## src/rtl/brs_pkg.sv

```systemverilog
package brs_pkg;
  localparam int CFG_W     = 32;
  localparam int HARD_OFS  = 16;
  localparam int SOFT_OFS  = 0;
  localparam int ALIGN_LSB = 2;
endpackage

```

## src/rtl/brs_thr_regs.sv

```systemverilog
module brs_thr_regs
  import brs_pkg::*;
#(
  parameter int CNT_W = 10
) (
  input  logic             clk,
  input  logic             rst_n,
  input  logic             wr_en,
  input  logic [CFG_W-1:0] wr_data,
  output logic [CNT_W-1:0] hard_thr,
  output logic [CNT_W-1:0] soft_thr,
  output logic [CFG_W-1:0] rd_data
);
  localparam int KEEP_W = CNT_W - ALIGN_LSB;

  logic [KEEP_W-1:0] hard_q, soft_q;

  always_ff @(posedge clk or negedge rst_n) begin
    if (!rst_n) begin
      hard_q <= '0;
      soft_q <= '0;
    end else if (wr_en) begin
      hard_q <= wr_data[HARD_OFS+ALIGN_LSB +: KEEP_W];
      soft_q <= wr_data[SOFT_OFS+ALIGN_LSB +: KEEP_W];
    end
  end

  assign hard_thr = {hard_q, {ALIGN_LSB{1'b0}}};
  assign soft_thr = {soft_q, {ALIGN_LSB{1'b0}}};

  always_comb begin
    rd_data = '0;
    rd_data[HARD_OFS +: CNT_W] = hard_thr;
    rd_data[SOFT_OFS +: CNT_W] = soft_thr;
  end
endmodule

```

## src/rtl/brs_idle_detect.sv

```systemverilog
module brs_idle_detect #(
  parameter int IDLE_CYCLES = 4
) (
  input  logic clk,
  input  logic rst_n,
  input  logic soft_rst,
  input  logic bus_busy,
  output logic bus_idle
);
  localparam int RUN_MAX = IDLE_CYCLES - 1;
  localparam int RUN_W   = $clog2(IDLE_CYCLES) + 1;

  logic [RUN_W-1:0] quiet_run;

  always_ff @(posedge clk or negedge rst_n) begin
    if (!rst_n) begin
      quiet_run <= '0;
    end else if (soft_rst || bus_busy) begin
      quiet_run <= '0;
    end else if (quiet_run < RUN_W'(RUN_MAX)) begin
      quiet_run <= quiet_run + 1'b1;
    end
  end

  assign bus_idle = !bus_busy && (quiet_run >= RUN_W'(RUN_MAX));
endmodule

```

## src/rtl/brs_req_ctrl.sv

```systemverilog
module brs_req_ctrl #(
  parameter int CNT_W  = 10,
  parameter int CRED_W = 4
) (
  input  logic              clk,
  input  logic              rst_n,
  input  logic              soft_rst,
  input  logic [CNT_W-1:0]  fifo_level,
  input  logic [CNT_W-1:0]  hard_thr,
  input  logic [CNT_W-1:0]  soft_thr,
  input  logic              bus_idle,
  input  logic [CRED_W-1:0] credit,
  input  logic              req_ready,
  output logic              req_valid,
  output logic              req_hard
);
  logic hard_due, soft_due, can_post;

  assign hard_due = fifo_level > hard_thr;
  assign soft_due = (fifo_level > soft_thr) && bus_idle;
  assign can_post = (hard_due || soft_due) && (credit != '0);

  always_ff @(posedge clk or negedge rst_n) begin
    if (!rst_n) begin
      req_valid <= 1'b0;
      req_hard  <= 1'b0;
    end else if (soft_rst) begin
      req_valid <= 1'b0;
      req_hard  <= 1'b0;
    end else if (req_valid) begin
      if (req_ready) begin
        req_valid <= 1'b0;
        req_hard  <= 1'b0;
      end
    end else if (can_post) begin
      req_valid <= 1'b1;
      req_hard  <= hard_due;
    end
  end
endmodule

```

## src/rtl/bus_req_sched.sv

```systemverilog
module bus_req_sched
  import brs_pkg::*;
#(
  parameter int CNT_W       = 10,
  parameter int CRED_W      = 4,
  parameter int IDLE_CYCLES = 4
) (
  input  logic              clk,
  input  logic              rst_n,
  input  logic              soft_rst,
  input  logic              cfg_wr_en,
  input  logic [31:0]       cfg_wr_data,
  output logic [31:0]       cfg_rd_data,
  input  logic [CNT_W-1:0]  fifo_level,
  input  logic              bus_busy,
  input  logic [CRED_W-1:0] credit,
  output logic              req_valid,
  input  logic              req_ready,
  output logic              req_hard
);
  logic [CNT_W-1:0] hard_thr, soft_thr;
  logic             bus_idle;

  brs_thr_regs #(.CNT_W(CNT_W)) u_regs (
    .clk(clk), .rst_n(rst_n), .wr_en(cfg_wr_en), .wr_data(cfg_wr_data),
    .hard_thr(hard_thr), .soft_thr(soft_thr), .rd_data(cfg_rd_data)
  );

  brs_idle_detect #(.IDLE_CYCLES(IDLE_CYCLES)) u_idle (
    .clk(clk), .rst_n(rst_n), .soft_rst(soft_rst), .bus_busy(bus_busy),
    .bus_idle(bus_idle)
  );

  brs_req_ctrl #(.CNT_W(CNT_W), .CRED_W(CRED_W)) u_req (
    .clk(clk), .rst_n(rst_n), .soft_rst(soft_rst), .fifo_level(fifo_level),
    .hard_thr(hard_thr), .soft_thr(soft_thr), .bus_idle(bus_idle),
    .credit(credit), .req_ready(req_ready), .req_valid(req_valid),
    .req_hard(req_hard)
  );
endmodule

```

## config.mk

```make
export PLATFORM = sky130hd
export DESIGN_NAME = bus_req_sched
export DESIGN_NICKNAME = d
export VERILOG_FILES = /design/src/rtl/brs_pkg.sv /design/src/rtl/brs_thr_regs.sv /design/src/rtl/brs_idle_detect.sv /design/src/rtl/brs_req_ctrl.sv /design/src/rtl/bus_req_sched.sv
export SDC_FILE = /design/constraint.sdc
export NUM_CORES = 1
export LEC_CHECK = 0
export ABC_AREA = 1
export ABC_CLOCK_PERIOD_IN_PS = 1700
export BUFFER_PORTS_ARGS = -buffer_cell sky130_fd_sc_hd__buf_2
export CAP_MARGIN = 30
export CORE_MARGIN = 2
export CORE_UTILIZATION = 43
export CTS_CLUSTER_DIAMETER = 50
export DETAILED_ROUTE_END_ITERATION = 10
export PLACE_DENSITY = 0.83
export SYNTH_ARGS = -nofsm -noshare
export SYNTH_HDL_FRONTEND = slang
export SYNTH_SLANG_ARGS = --single-unit
```

## constraint.sdc

```tcl
create_clock -name clk -period 1.7 [get_ports clk]
set_input_delay 0.085 -clock clk [delete_from_list [all_inputs] [get_ports clk]]
set_output_delay 0.085 -clock clk [all_outputs]
set_load 0.01 [all_outputs]
```

==> qor_table.md, run 1 <==
| Group | Parameter | Reported |
|---|---|---|
| setup path | Kind of cell adding the most delay to the critical path | simple AND/OR/NAND/NOR gates |
| setup path | Cell at the slowest stage of the critical path | sky130_fd_sc_hd__dfrtp_2 |
| power | Worst IR Drop VDD | 0.5452 mV |
| yosys | Synth cell types | 21 |
| yosys | Yosys reg bits | 21 |
| outcome | Result of the run | completed |
| clock network | Buffer levels on the longest clock path | 2 |
| setup path | Cell seen most often among critical-path stages | sky130_fd_sc_hd__nand2_1 |
| setup path | Critical path required time | 1.91 ns |
| power | Int Pwr | 857.5 µW |
| floorplanning | Starting density of the core | 45.93% |
| routing | Aggregate routed wire length | 2890 µm |
| setup path | FF-to-FF Start | u_idle.quiet_run[0] |
| placed design | HPWL after detailed placement | 2256 µm |
| sta | Final Hold Viols | 0 |
| finish | NumNets Final | 323 |
| floorplanning | Floorplan Core Area | 0.003103 mm² |
| sta | Period minus WS final | 1.539 ns |
| placed design | Pre-CTS worst setup slack | 0.08641 ns |
| setup path | Worst flop-to-flop path endpoint | u_req.req_hard |
| clock network | TritonCTS clock tree | built |
| clock network | Clock insertion delay at the later pin of the skew report | 0.30 ns |
| clock network | Library cell used as clock root buffer | sky130_fd_sc_hd__clkbuf_4 |
| sta | Hold slack | 0.007646 ns |
| min path | Hold path startpoint | cfg_wr_data[23] |
| routing | Initial detailed-routing violation count | 16 |
| sta | Final worst-path cycle share | 90.53% |
| yosys | Fraction of the yosys area taken by sequential cells | 36.87% |
| sta | Final TNS setup | 0 ns |
| setup path | Endpoint type of the worst setup path | flip-flop |
| placed design | Number of cells in the design after placement | 274 |
| finish | Most frequent cells in the layout | sky130_fd_sc_hd__buf_2 (53), sky130_fd_sc_hd__nand2_1 (45), sky130_fd_sc_hd__inv_1 (25), sky130_fd_sc_hd__dfrtp_1 (20), sky130_fd_sc_hd__ha_1 (17) |
| clock network | Total clock buffers created by CTS | 3 |
| power | Proportion of total power due to net switching | 33.03% |
| setup path | Signal arrival time at the worst endpoint | 1.75 ns |
| finish | Non-filler cells in the finished layout | 296 |
| yosys | Biggest area contributors in the synthesized netlist | sky130_fd_sc_hd__dfrtp_1 (37%), sky130_fd_sc_hd__ha_1 (16%), sky130_fd_sc_hd__nand2_1 (12%), sky130_fd_sc_hd__buf_4 (8.4%), sky130_fd_sc_hd__inv_1 (6.6%) |
| setup path | Path type of the worst setup path | reg2reg |
| placed design | Post-Place Cell Area | 0.001670 mm² |
| power | Portion of total power attributed to combinational logic | 34.5% |
| placed design | I/O Buffers | 53 |
| power | Switching pwr | 422.9 µW |
| clock network | # H-tree levels | 1 |
| setup path | Critical path buffers and inverters | 2 |
| finish | Area of the multi-input gates | 732.0 µm² |
| min path | Worst Hold Class | in2reg |
| yosys | Post-synthesis instance area | 0.001425 mm² |
| routing | DRC violation count after routing | 0 |
| setup path | Largest fanout on the critical path | 4 |
| placed design | Placer Congestion | 0.7239 |
| sta | Fmax | 649.8 MHz |
| min path | Worst min-delay path endpoint | u_regs.hard_q[5] |
| yosys | Number of standard cells after synthesis | 181 |
| routing | Post-detailed-route count of antenna-violating nets | 0 |
| clock network | Num Clock Sinks | 21 |
| floorplanning | Die outline area | 0.003791 mm² |
| sta | Pins Over Slew Limit | 0 |
| setup path | Flop2flop setup slack | 0.16 ns |
| routing | Drt wl/cell | 9.764 µm |
| floorplanning | Cell row count | 20 |
| min path | Hold path depth | 3 |
| grt | Number of antenna violations at the first check in global routing | 0 |
| setup path | Biggest cell delay along the critical path | 0.44 ns |
| grt | Total gr overflow | 0 |
| routing | Iteration count of the initial detailed-routing pass | 4 |
| finish | Proportion of layout cells with a drive suffix above 1 | 26.59% |
| power | Clk pwr share | 18.5% |
| setup path | Kind of launch point of the worst setup path | flip-flop |
| sta | Setup repair after global routing missed its margin | no |
| yosys | Warnings from Yosys | 0 |
| yosys | Post-synthesis area per instance | 7.874 µm² |
| finish | Syn-to-layout area delta | 31.78% |
| grt | Global-route wire length before repair | 4698 µm |
| grt | GRT Util Overall | 16.44% |
| job | Max capacitance violation total | 0 |
| routing | Vias after detailed routing | 1,265 |
| sta | Final setup fails | 0 |
| clock network | Clk slew on worst S/H paths | 0.11 ns |
| yosys | Synth top area share | 36.87% |
| grt | Maximum number of pins on one net before global-route repair | 31 |
| sta | Setup skew after layout | 0.002275 ns |
| power | Sequential share of power | 46.9% |
| grt | Via count of the first global-routing pass | 1,206 |
| sta | Fin worst setup slack | 0.1610 ns |
| setup path | Number of cell instances on the worst register-to-register path | 13 |
| floorplanning | Die height | 61.57 µm |
| power | Leakage power total | 1.087 nW |
| routing | Mean number of vias per cell | 4.274 |
| floorplanning | Io pins | 86 |
| finish | Share of the core filled with cells in the final layout | 60.52% |
| finish | Most frequent standard cell in the layout excluding fill and tap cells | sky130_fd_sc_hd__buf_2 |
| power | Final Power | 1.280 mW |
| finish | Count of inserted antenna diode cells | 0 |
| finish | Filler Cells Inserted | 320 |
| yosys | Dominant cell type by area after synthesis | sky130_fd_sc_hd__dfrtp_1 |
| floorplanning | Die boundary width | 61.57 µm |
| finish | Footprint of the flip-flops and latches | 526.8 µm² |
| power | Power Density | 681.8 mW/mm² |
| setup path | List of cells traversed by the critical path | ha_2 > ha_1 > nand3b_1 > nand2_1 > inv_2 > nand2_1 > inv_1 > nand2_1 > nand2_2 > nand3_2 > nand2_1 > nand2_1 > nand2_1 |
| finish | Post-route cell area | 0.001878 mm² |
-- sequential cells by signal (all words and copies together), names as in the netlist --
name	flops
u_idle.quiet_run	3
u_regs.hard_q	8
u_regs.soft_q	8
u_req.req_hard	1
u_req.req_valid	1
-- logic make-up (layout without fill, tap and decap cells) --
family                     count (synthesis)  in the layout  synth area share [%]
AOI/OAI and AO/OA                         26             26                 9.921
adders and majority gates                 18             18                 15.80
buffers and inverters                     45            101                 16.07
DFF                                       21             21                 36.87
muxes                                      2              2                 1.580
other                                      1             16                0.2631
and+or+nand+nor                           68             68                 19.49
-- power groups by stage --
stage	sequential [mW]	combinational, mW	clock (mW)
floorplan	0.630	0.252	0
global placement	0.611	0.372	0
detailed placement	0.615	0.386	0
CTS	0.606	0.413	0.251
global route	0.612	0.513	0.270
finish	0.601	0.442	0.237
-- worst min-delay path, stage by stage --
cell                      delay, ns
sky130_fd_sc_hd__buf_2         0.07
sky130_fd_sc_hd__nand2_1       0.04
sky130_fd_sc_hd__o21ai_0       0.08
-- cells in the mapped netlist --
cell                       number
sky130_fd_sc_hd__nor2_1        12
sky130_fd_sc_hd__clkinv_1       1
sky130_fd_sc_hd__nand2_1       46
sky130_fd_sc_hd__nand3_2        1
sky130_fd_sc_hd__a21oi_1        7
sky130_fd_sc_hd__o21a_1         1
sky130_fd_sc_hd__a21o_1         2
sky130_fd_sc_hd__ha_1          18
sky130_fd_sc_hd__nor3_1         1
sky130_fd_sc_hd__o21ai_0       14
sky130_fd_sc_hd__mux2_2         2
sky130_fd_sc_hd__conb_1         1
sky130_fd_sc_hd__clkbuf_1       3
sky130_fd_sc_hd__nand3_1        5
sky130_fd_sc_hd__inv_1         25
sky130_fd_sc_hd__a31oi_1        1
sky130_fd_sc_hd__nand2_2        2
sky130_fd_sc_hd__buf_4         16
sky130_fd_sc_hd__a21boi_1       1
sky130_fd_sc_hd__nand3b_1       1
sky130_fd_sc_hd__dfrtp_1       21
-- timing repair --
item / 4_1_cts / 5_1_grt
resized for setup: 0 / 4
endpoints found under the hold margin: 35 / 1
setup buffers: 0 / 2
hold buffers: 15 / 1
endpoints found under the setup margin: 0 / 1
-- worst max path at each step --
stage | start | to | slack, ns | cells past startpoint
6_report | u_idle.quiet_run[0] | u_req.req_hard | 0.16 | 13
2_1_floorplan | u_idle.quiet_run[0] | u_req.req_hard | 0.20 | 13
3_5_place_dp | u_idle.quiet_run[0] | u_req.req_hard | 0.09 | 13
4_1_cts | u_idle.quiet_run[0] | u_req.req_hard | 0.07 | 13
3_3_place_gp | u_idle.quiet_run[0] | u_req.req_hard | 0.14 | 13
5_1_grt | u_idle.quiet_run[1] | u_req.req_hard | 0.002 | 13
-- area by class of cell --
class                           count  area share [%]
Timing Repair Buffer               71           23.45
Clock buffer                        4           1.399
Sequential cell                    21           28.05
Inverter                           26           5.197
Tap cell                           44           2.931
Multi-Input combinational cell    130           38.97
-- per-layer routing --
layer	vias up	share of wire [%]	GRT usage, %
met2	39	52	32.63
met3	2	6.4	4.412
met4	0	0.45	2.736
met5	-	0	0
met1	541	41	17.23
li1	683	-	-
No activity file was read; power rests on OpenSTA's default activity.
==> inputs of run 2 (changes only) <==
Settings changed: CORE_UTILIZATION 43 to 45, CTS_BUF_LIST from default to sky130_fd_sc_hd__clkbuf_8, PLACE_DENSITY 0.83 to 0.86.
==> run 2 against run 1 <==
  * Worst setup slack worse by 0.049 ns
  * Power up 6.6%
  * Worst hold slack better by 0.012 ns
  * Via count down 1.7%
  * Clock-buffer cell count down 1
  * Cell count down 5.1%
  * Sequential power down 0.7%
  * Highest routed layer unchanged
==> qor_table.md, run 2 (synthesized netlist as in run 1, its figures left out) <==
| Group | Parameter | Reported |
|---|---|---|
| clock network | Num Clock Sinks | 21 |
| placed design | Pre-CTS worst setup slack | 0.06862 ns |
| finish | Area of the multi-input gates | 787.0 µm² |
| sta | Final Hold Viols | 0 |
| floorplanning | Die height | 60.28 µm |
| routing | DRC violation count after routing | 0 |
| clock network | Buffer levels on the longest clock path | 2 |
| grt | GRT Util Overall | 17.23% |
| setup path | Cell at the slowest stage of the critical path | sky130_fd_sc_hd__dfrtp_1 |
| grt | Total gr overflow | 0 |
| routing | Total length of routed met3 wires | 222 µm |
| setup path | Signal arrival time at the worst endpoint | 1.75 ns |
| finish | Non-filler cells in the finished layout | 281 |
| routing | Aggregate routed wire length | 2912 µm |
| finish | Footprint of the flip-flops and latches | 525.5 µm² |
| routing | Iteration count of the initial detailed-routing pass | 3 |
| routing | Initial detailed-routing violation count | 40 |
| floorplanning | Die boundary width | 60.28 µm |
| setup path | Cell seen most often among critical-path stages | sky130_fd_sc_hd__nand2_1 |
| setup path | Worst setup path startpoint | u_regs.hard_q[3] |
| sta | Pins Over Slew Limit | 0 |
| min path | Worst Hold Class | in2reg |
| placed design | HPWL after detailed placement | 2320 µm |
| routing | Post-detailed-route count of antenna-violating nets | 0 |
| finish | Syn-to-layout area delta | 26.34% |
| setup path | Number of cell instances on the worst register-to-register path | 14 |
| sta | Setup skew after layout | 0.002414 ns |
| setup path | Worst flop-to-flop path endpoint | u_req.req_hard |
| sta | Period minus WS final | 1.588 ns |
| clock network | Clock insertion delay at the later pin of the skew report | 0.26 ns |
| routing | Drt wl/cell | 10.36 µm |
| placed design | Number of cells in the design after placement | 274 |
| routing | Mean number of vias per cell | 4.427 |
| routing | Post-Route M1 WL | 1133 µm |
| routing | Routed wire length on met2 | 1525 µm |
| setup path | Critical path required time | 1.86 ns |
| clock network | Library cell used as clock root buffer | sky130_fd_sc_hd__clkbuf_8 |
| setup path | Biggest cell delay along the critical path | 0.38 ns |
| clock network | Total clock buffers created by CTS | 3 |
| clock network | # H-tree levels | 1 |
| sta | Final worst-path cycle share | 93.42% |
| sta | Fin worst setup slack | 0.1119 ns |
| finish | Filler Cells Inserted | 308 |
| sta | Fmax | 629.7 MHz |
| grt | Maximum number of pins on one net before global-route repair | 31 |
| floorplanning | Starting density of the core | 47.07% |
| routing | Top Metal Used | met4 |
| grt | Number of antenna violations at the first check in global routing | 0 |
| sta | Final TNS setup | 0 ns |
| finish | Proportion of layout cells with a drive suffix above 1 | 31.65% |
| floorplanning | Io pins | 86 |
| setup path | List of cells traversed by the critical path | inv_1 > ha_4 > nand2_1 > inv_1 > nand2_1 > nand2_1 > nand2_1 > nand2_1 > nand2_2 > nand2_2 > nand3_2 > nand2_2 > nand2_1 > nand2_1 |
| power | Worst IR Drop VDD | 0.5431 mV |
| setup path | Flop2flop setup slack | 0.11 ns |
| finish | Most frequent cells in the layout | sky130_fd_sc_hd__buf_2 (53), sky130_fd_sc_hd__nand2_1 (43), sky130_fd_sc_hd__inv_1 (26), sky130_fd_sc_hd__dfrtp_1 (21), sky130_fd_sc_hd__conb_1 (16) |
| outcome | Result of the run | completed |
| finish | Biggest regs | u_regs.hard_q x8, u_regs.soft_q x8, u_idle.quiet_run x3 |
| power | Power Density | 758.1 mW/mm² |
| routing | Vias after detailed routing | 1,244 |
| grt | Via count of the first global-routing pass | 1,196 |
| setup path | End point of the critical path | u_req.req_hard |
| floorplanning | Cell row count | 20 |
| placed design | Post-Place Cell Area | 0.001670 mm² |
| finish | Most frequent standard cell in the layout excluding fill and tap cells | sky130_fd_sc_hd__buf_2 |
| finish | Post-route cell area | 0.001800 mm² |
| placed design | I/O Buffers | 53 |
| placed design | Placer Congestion | 0.7221 |
| setup path | Largest fanout on the critical path | 2 |
| sta | Final setup fails | 0 |
| floorplanning | Die outline area | 0.003633 mm² |
| setup path | Kind of launch point of the worst setup path | flip-flop |
| clock network | Clk slew on worst S/H paths | 0.07 ns |
| setup path | FF-to-FF Start | u_regs.hard_q[3] |
| power | Leakage power total | 1.038 nW |
| finish | Count of inserted antenna diode cells | 0 |
| grt | Global-route wire length before repair | 4643 µm |
| finish | NumNets Final | 308 |
| min path | Hold path depth | 3 |
| clock network | TritonCTS clock tree | built |
| setup path | Endpoint type of the worst setup path | flip-flop |
| floorplanning | Floorplan Core Area | 0.003028 mm² |
| job | Max capacitance violation total | 0 |
| setup path | Path type of the worst setup path | reg2reg |
==> run 2: cell type report <==
type                       instances  area share (%)
multi-input combinational        130           43.71
sequential                        21           29.19
timing repair buffer              56           16.12
inverter                          26           5.420
tap                               44           3.058
clock buffer                       3           2.293
clock inverter                     1          0.2085
==> run 2: how the worst min path moves through the flow <==
| stage | from | to | slack (ns) |
|---|---|---|---|
| 2_1_floorplan | rst_n | u_idle.quiet_run[0] | -0.21 |
| 3_5_place_dp | rst_n | u_regs.hard_q[6] | 0.07 |
| 6_report | cfg_wr_data[8] | u_regs.soft_q[6] | 0.02 |
| 5_1_grt | cfg_wr_data[7] | u_regs.soft_q[5] | 0.04 |
| 3_3_place_gp | rst_n | u_regs.hard_q[4] | 0.06 |
| 4_1_cts | cfg_wr_data[8] | u_regs.soft_q[6] | 0.01 |
==> run 2: critical path, delay by kind of cell, from the launching register on <==
| kind | cells | cell delay, ns |
|---|---|---|
| fa+ha+maj | 1 | 0.22 |
| flops | 1 | 0.38 |
| simple gates | 11 | 0.70 |
| buf+inv | 2 | 0.17 |
==> run 2: power breakdown <==
part	switching, mW	total (mW)	internal (mW)
registers	0.0383	0.597	0.559
logic	0.250	0.446	0.196
clock network	0.161	0.322	0.161
==> run 2: metal layers <==
layer	global-route usage [%]	vias up
met4	5.714	0
met1	17.72	550
li1	-	651
met2	32.45	39
met5	0	-
met3	5.411	4
==> run 2: timing repair <==
action / CTS / global route
hold endpoints to repair: 21 / 0
buffers inserted: 0 / 2
gates resized for setup: 0 / 12
hold buffers: 1 / 0
setup endpoints to repair: 0 / 1
==> run 2: through the flow <==
stage               utilization, %  hold slack [ns]  power, mW
floorplan                        -          -0.2106     0.8825
global placement             55.17          0.06445     0.9822
detailed placement           55.17          0.07406      1.005
CTS                          56.98          0.01243      1.333
global route                 59.46          0.04239      1.478
finish                       59.46          0.01948      1.365
==> inputs of run 3 (changes only) <==
Settings changed: CORE_UTILIZATION 45 to 43, CTS_BUF_LIST sky130_fd_sc_hd__clkbuf_8 to sky130_fd_sc_hd__clkbuf_16, PLACE_DENSITY 0.86 to 0.83, REMOVE_ABC_BUFFERS from default to 1.
==> run 3 against run 2 <==
  * Via count shrank 2.3%
  * Routed wire length fell by 6.4%
  * Global-route usage fell by 1.7 points
  * Clock skew decreased by 0.0012 ns
  * Final area down 1.7%
  * Die area up 4.3%
  * Fmax rose by 1.5%
  * Combinational power down 7.8%
  * Sequential cell count unchanged
==> qor_table.md, run 3 (synthesized netlist as in run 1, its figures left out) <==
| Group | Parameter | Reported |
|---|---|---|
| clock network | Buffer levels on the longest clock path | 2 |
| min path | Hold path depth | 3 |
| routing | DRC violation count after routing | 0 |
| clock network | # H-tree levels | 1 |
| setup path | Path type of the worst setup path | reg2reg |
| setup path | Critical path required time | 1.84 ns |
| finish | Proportion of layout cells with a drive suffix above 1 | 27.12% |
| floorplanning | Die height | 61.57 µm |
| sta | Period minus WS final | 1.565 ns |
| clock network | TritonCTS clock tree | built |
| setup path | Signal arrival time at the worst endpoint | 1.70 ns |
| placed design | HPWL after detailed placement | 2253 µm |
| sta | Setup repair after global routing missed its margin | no |
| routing | Post-detailed-route count of antenna-violating nets | 0 |
| grt | GRT Util Overall | 15.56% |
| finish | Most frequent standard cell in the layout excluding fill and tap cells | sky130_fd_sc_hd__buf_2 |
| floorplanning | Die boundary width | 61.57 µm |
| routing | Initial detailed-routing violation count | 22 |
| sta | Final worst-path cycle share | 92.07% |
| grt | Total gr overflow | 0 |
| floorplanning | Floorplan Core Area | 0.003103 mm² |
| placed design | I/O Buffers | 53 |
| routing | Mean number of vias per cell | 4.339 |
| finish | Most frequent cells in the layout | sky130_fd_sc_hd__buf_2 (53), sky130_fd_sc_hd__nand2_1 (46), sky130_fd_sc_hd__inv_1 (26), sky130_fd_sc_hd__dfrtp_1 (20), sky130_fd_sc_hd__ha_1 (18) |
| job | Max capacitance violation total | 0 |
| clock network | Library cell used as clock root buffer | sky130_fd_sc_hd__clkbuf_16 |
| setup path | Kind of launch point of the worst setup path | flip-flop |
| finish | Filler Cells Inserted | 316 |
| grt | Number of antenna violations at the first check in global routing | 0 |
| finish | Syn-to-layout area delta | 24.23% |
| grt | Via count of the first global-routing pass | 1,076 |
| power | Power Density | 840.8 mW/mm² |
| floorplanning | Die outline area | 0.003791 mm² |
| sta | Final TNS setup | 0 ns |
| power | Leakage power total | 1.044 nW |
| floorplanning | Io pins | 86 |
| clock network | Num Clock Sinks | 21 |
| sta | Fmax | 638.9 MHz |
| finish | Biggest regs | u_regs.hard_q x8, u_regs.soft_q x8, u_idle.quiet_run x3 |
| sta | Final setup fails | 0 |
| clock network | Clock insertion delay at the later pin of the skew report | 0.25 ns |
| sta | Fin worst setup slack | 0.1348 ns |
| grt | Global-route wire length before repair | 4381 µm |
| routing | Drt wl/cell | 9.732 µm |
| setup path | Number of cell instances on the worst register-to-register path | 13 |
| routing | Aggregate routed wire length | 2725 µm |
| sta | Setup skew after layout | 0.001199 ns |
| sta | Final Hold Viols | 0 |
| power | Worst IR Drop VDD | 0.3674 mV |
| routing | Iteration count of the initial detailed-routing pass | 4 |
| clock network | Total clock buffers created by CTS | 3 |
| placed design | Placer Congestion | 0.7414 |
| placed design | Pre-CTS worst setup slack | 0.09193 ns |
| finish | Count of inserted antenna diode cells | 0 |
| routing | Vias after detailed routing | 1,215 |
| outcome | Result of the run | completed |
| floorplanning | Cell row count | 20 |
| min path | Worst Hold Class | in2reg |
| setup path | Endpoint type of the worst setup path | flip-flop |
| clock network | Clk slew on worst S/H paths | 0.05 ns |
| sta | Pins Over Slew Limit | 0 |
| finish | NumNets Final | 307 |
| setup path | Largest fanout on the critical path | 3 |
| floorplanning | Starting density of the core | 45.93% |
| grt | Maximum number of pins on one net before global-route repair | 31 |
[run 3: changes by cell type in the layout (fill, tap and decap cells not counted), moves of 2 or more]
cell,previous run,this run
sky130_fd_sc_hd__ha_2,2,0
sky130_fd_sc_hd__ha_4,3,0
sky130_fd_sc_hd__nand2_2,5,2
sky130_fd_sc_hd__clkbuf_8,3,0
sky130_fd_sc_hd__nand2_1,43,46
sky130_fd_sc_hd__clkbuf_16,0,3
sky130_fd_sc_hd__ha_1,13,18
sky130_fd_sc_hd__a21oi_1,5,7
sky130_fd_sc_hd__a21oi_2,2,0
[run 3: layer usage]
metal	wire length (µm)	GRT usage [%]	share of wire [%]	vias up
met5	0	0	0	-
met2	1278	26.92	47	44
met1	1229	19.40	45	520
li1	-	-	-	649
met4	10	5.471	0.37	0
met3	207	2.731	7.6	2
[run 3: power breakdown]
part / internal, mW / switching, mW
registers: 0.562 / 0.0407
clock network: 0.313 / 0.163
logic: 0.178 / 0.233
[run 3: worst max-delay path: stages (launching register included)]
cell and delay (ns):
sky130_fd_sc_hd__dfrtp_2 0.41, sky130_fd_sc_hd__ha_1 0.21, sky130_fd_sc_hd__ha_1 0.17, sky130_fd_sc_hd__nand3b_1 0.14, sky130_fd_sc_hd__nand2_1 0.06, sky130_fd_sc_hd__clkinv_1 0.05, sky130_fd_sc_hd__nand2_1 0.05, sky130_fd_sc_hd__inv_1 0.03
sky130_fd_sc_hd__nand2_1 0.06, sky130_fd_sc_hd__nand2_2 0.06, sky130_fd_sc_hd__nand3_2 0.06, sky130_fd_sc_hd__nand2_1 0.05, sky130_fd_sc_hd__nand2_1 0.06, sky130_fd_sc_hd__nand2_1 0.05
[run 3: final cells by class]
class	count	area, µm²	area share (%)
multi-input combinational	130	729.5	41.20
sequential	21	526.8	29.75
timing repair buffer	55	282.8	15.97
inverter	26	97.59	5.512
clock buffer	3	75.07	4.240
tap	44	55.05	3.110
clock inverter	1	3.754	0.2120
[run 3: final timing paths]
check,start,end,slack (ns)
max reg2reg,u_idle.quiet_run[0],u_req.req_hard,0.13
max in group asynchronous,rst_n,u_idle.quiet_run[0],1.01
min reg2reg,u_idle.quiet_run[0],u_idle.quiet_run[0],0.48
max,u_idle.quiet_run[0],u_req.req_hard,0.13
min,cfg_wr_data[8],u_regs.soft_q[6],0.04
min in group asynchronous,rst_n,u_regs.soft_q[7],0.34
[run 3: metrics by stage]
stage	cell area (µm²)	utilization, %	total power [mW]	hold WS, ns	std cells
3_3_place_gp	1670	53.83	0.9828	0.06272	274
6_report	1770	57.06	1.489	0.04489	280
3_5_place_dp	1670	53.83	1.002	0.07282	274
2_1_floorplan	1350	-	0.8480	-0.2106	177
4_1_cts	1759	56.69	1.498	0.04057	279
5_1_grt	1770	57.06	1.618	0.05505	280
[run 3: timing repair]
item,CTS,global route
hold endpoints to repair,21,0
buffers inserted,0,1
setup endpoints to repair,0,1
hold buffers,1,0
resized for setup,0,2
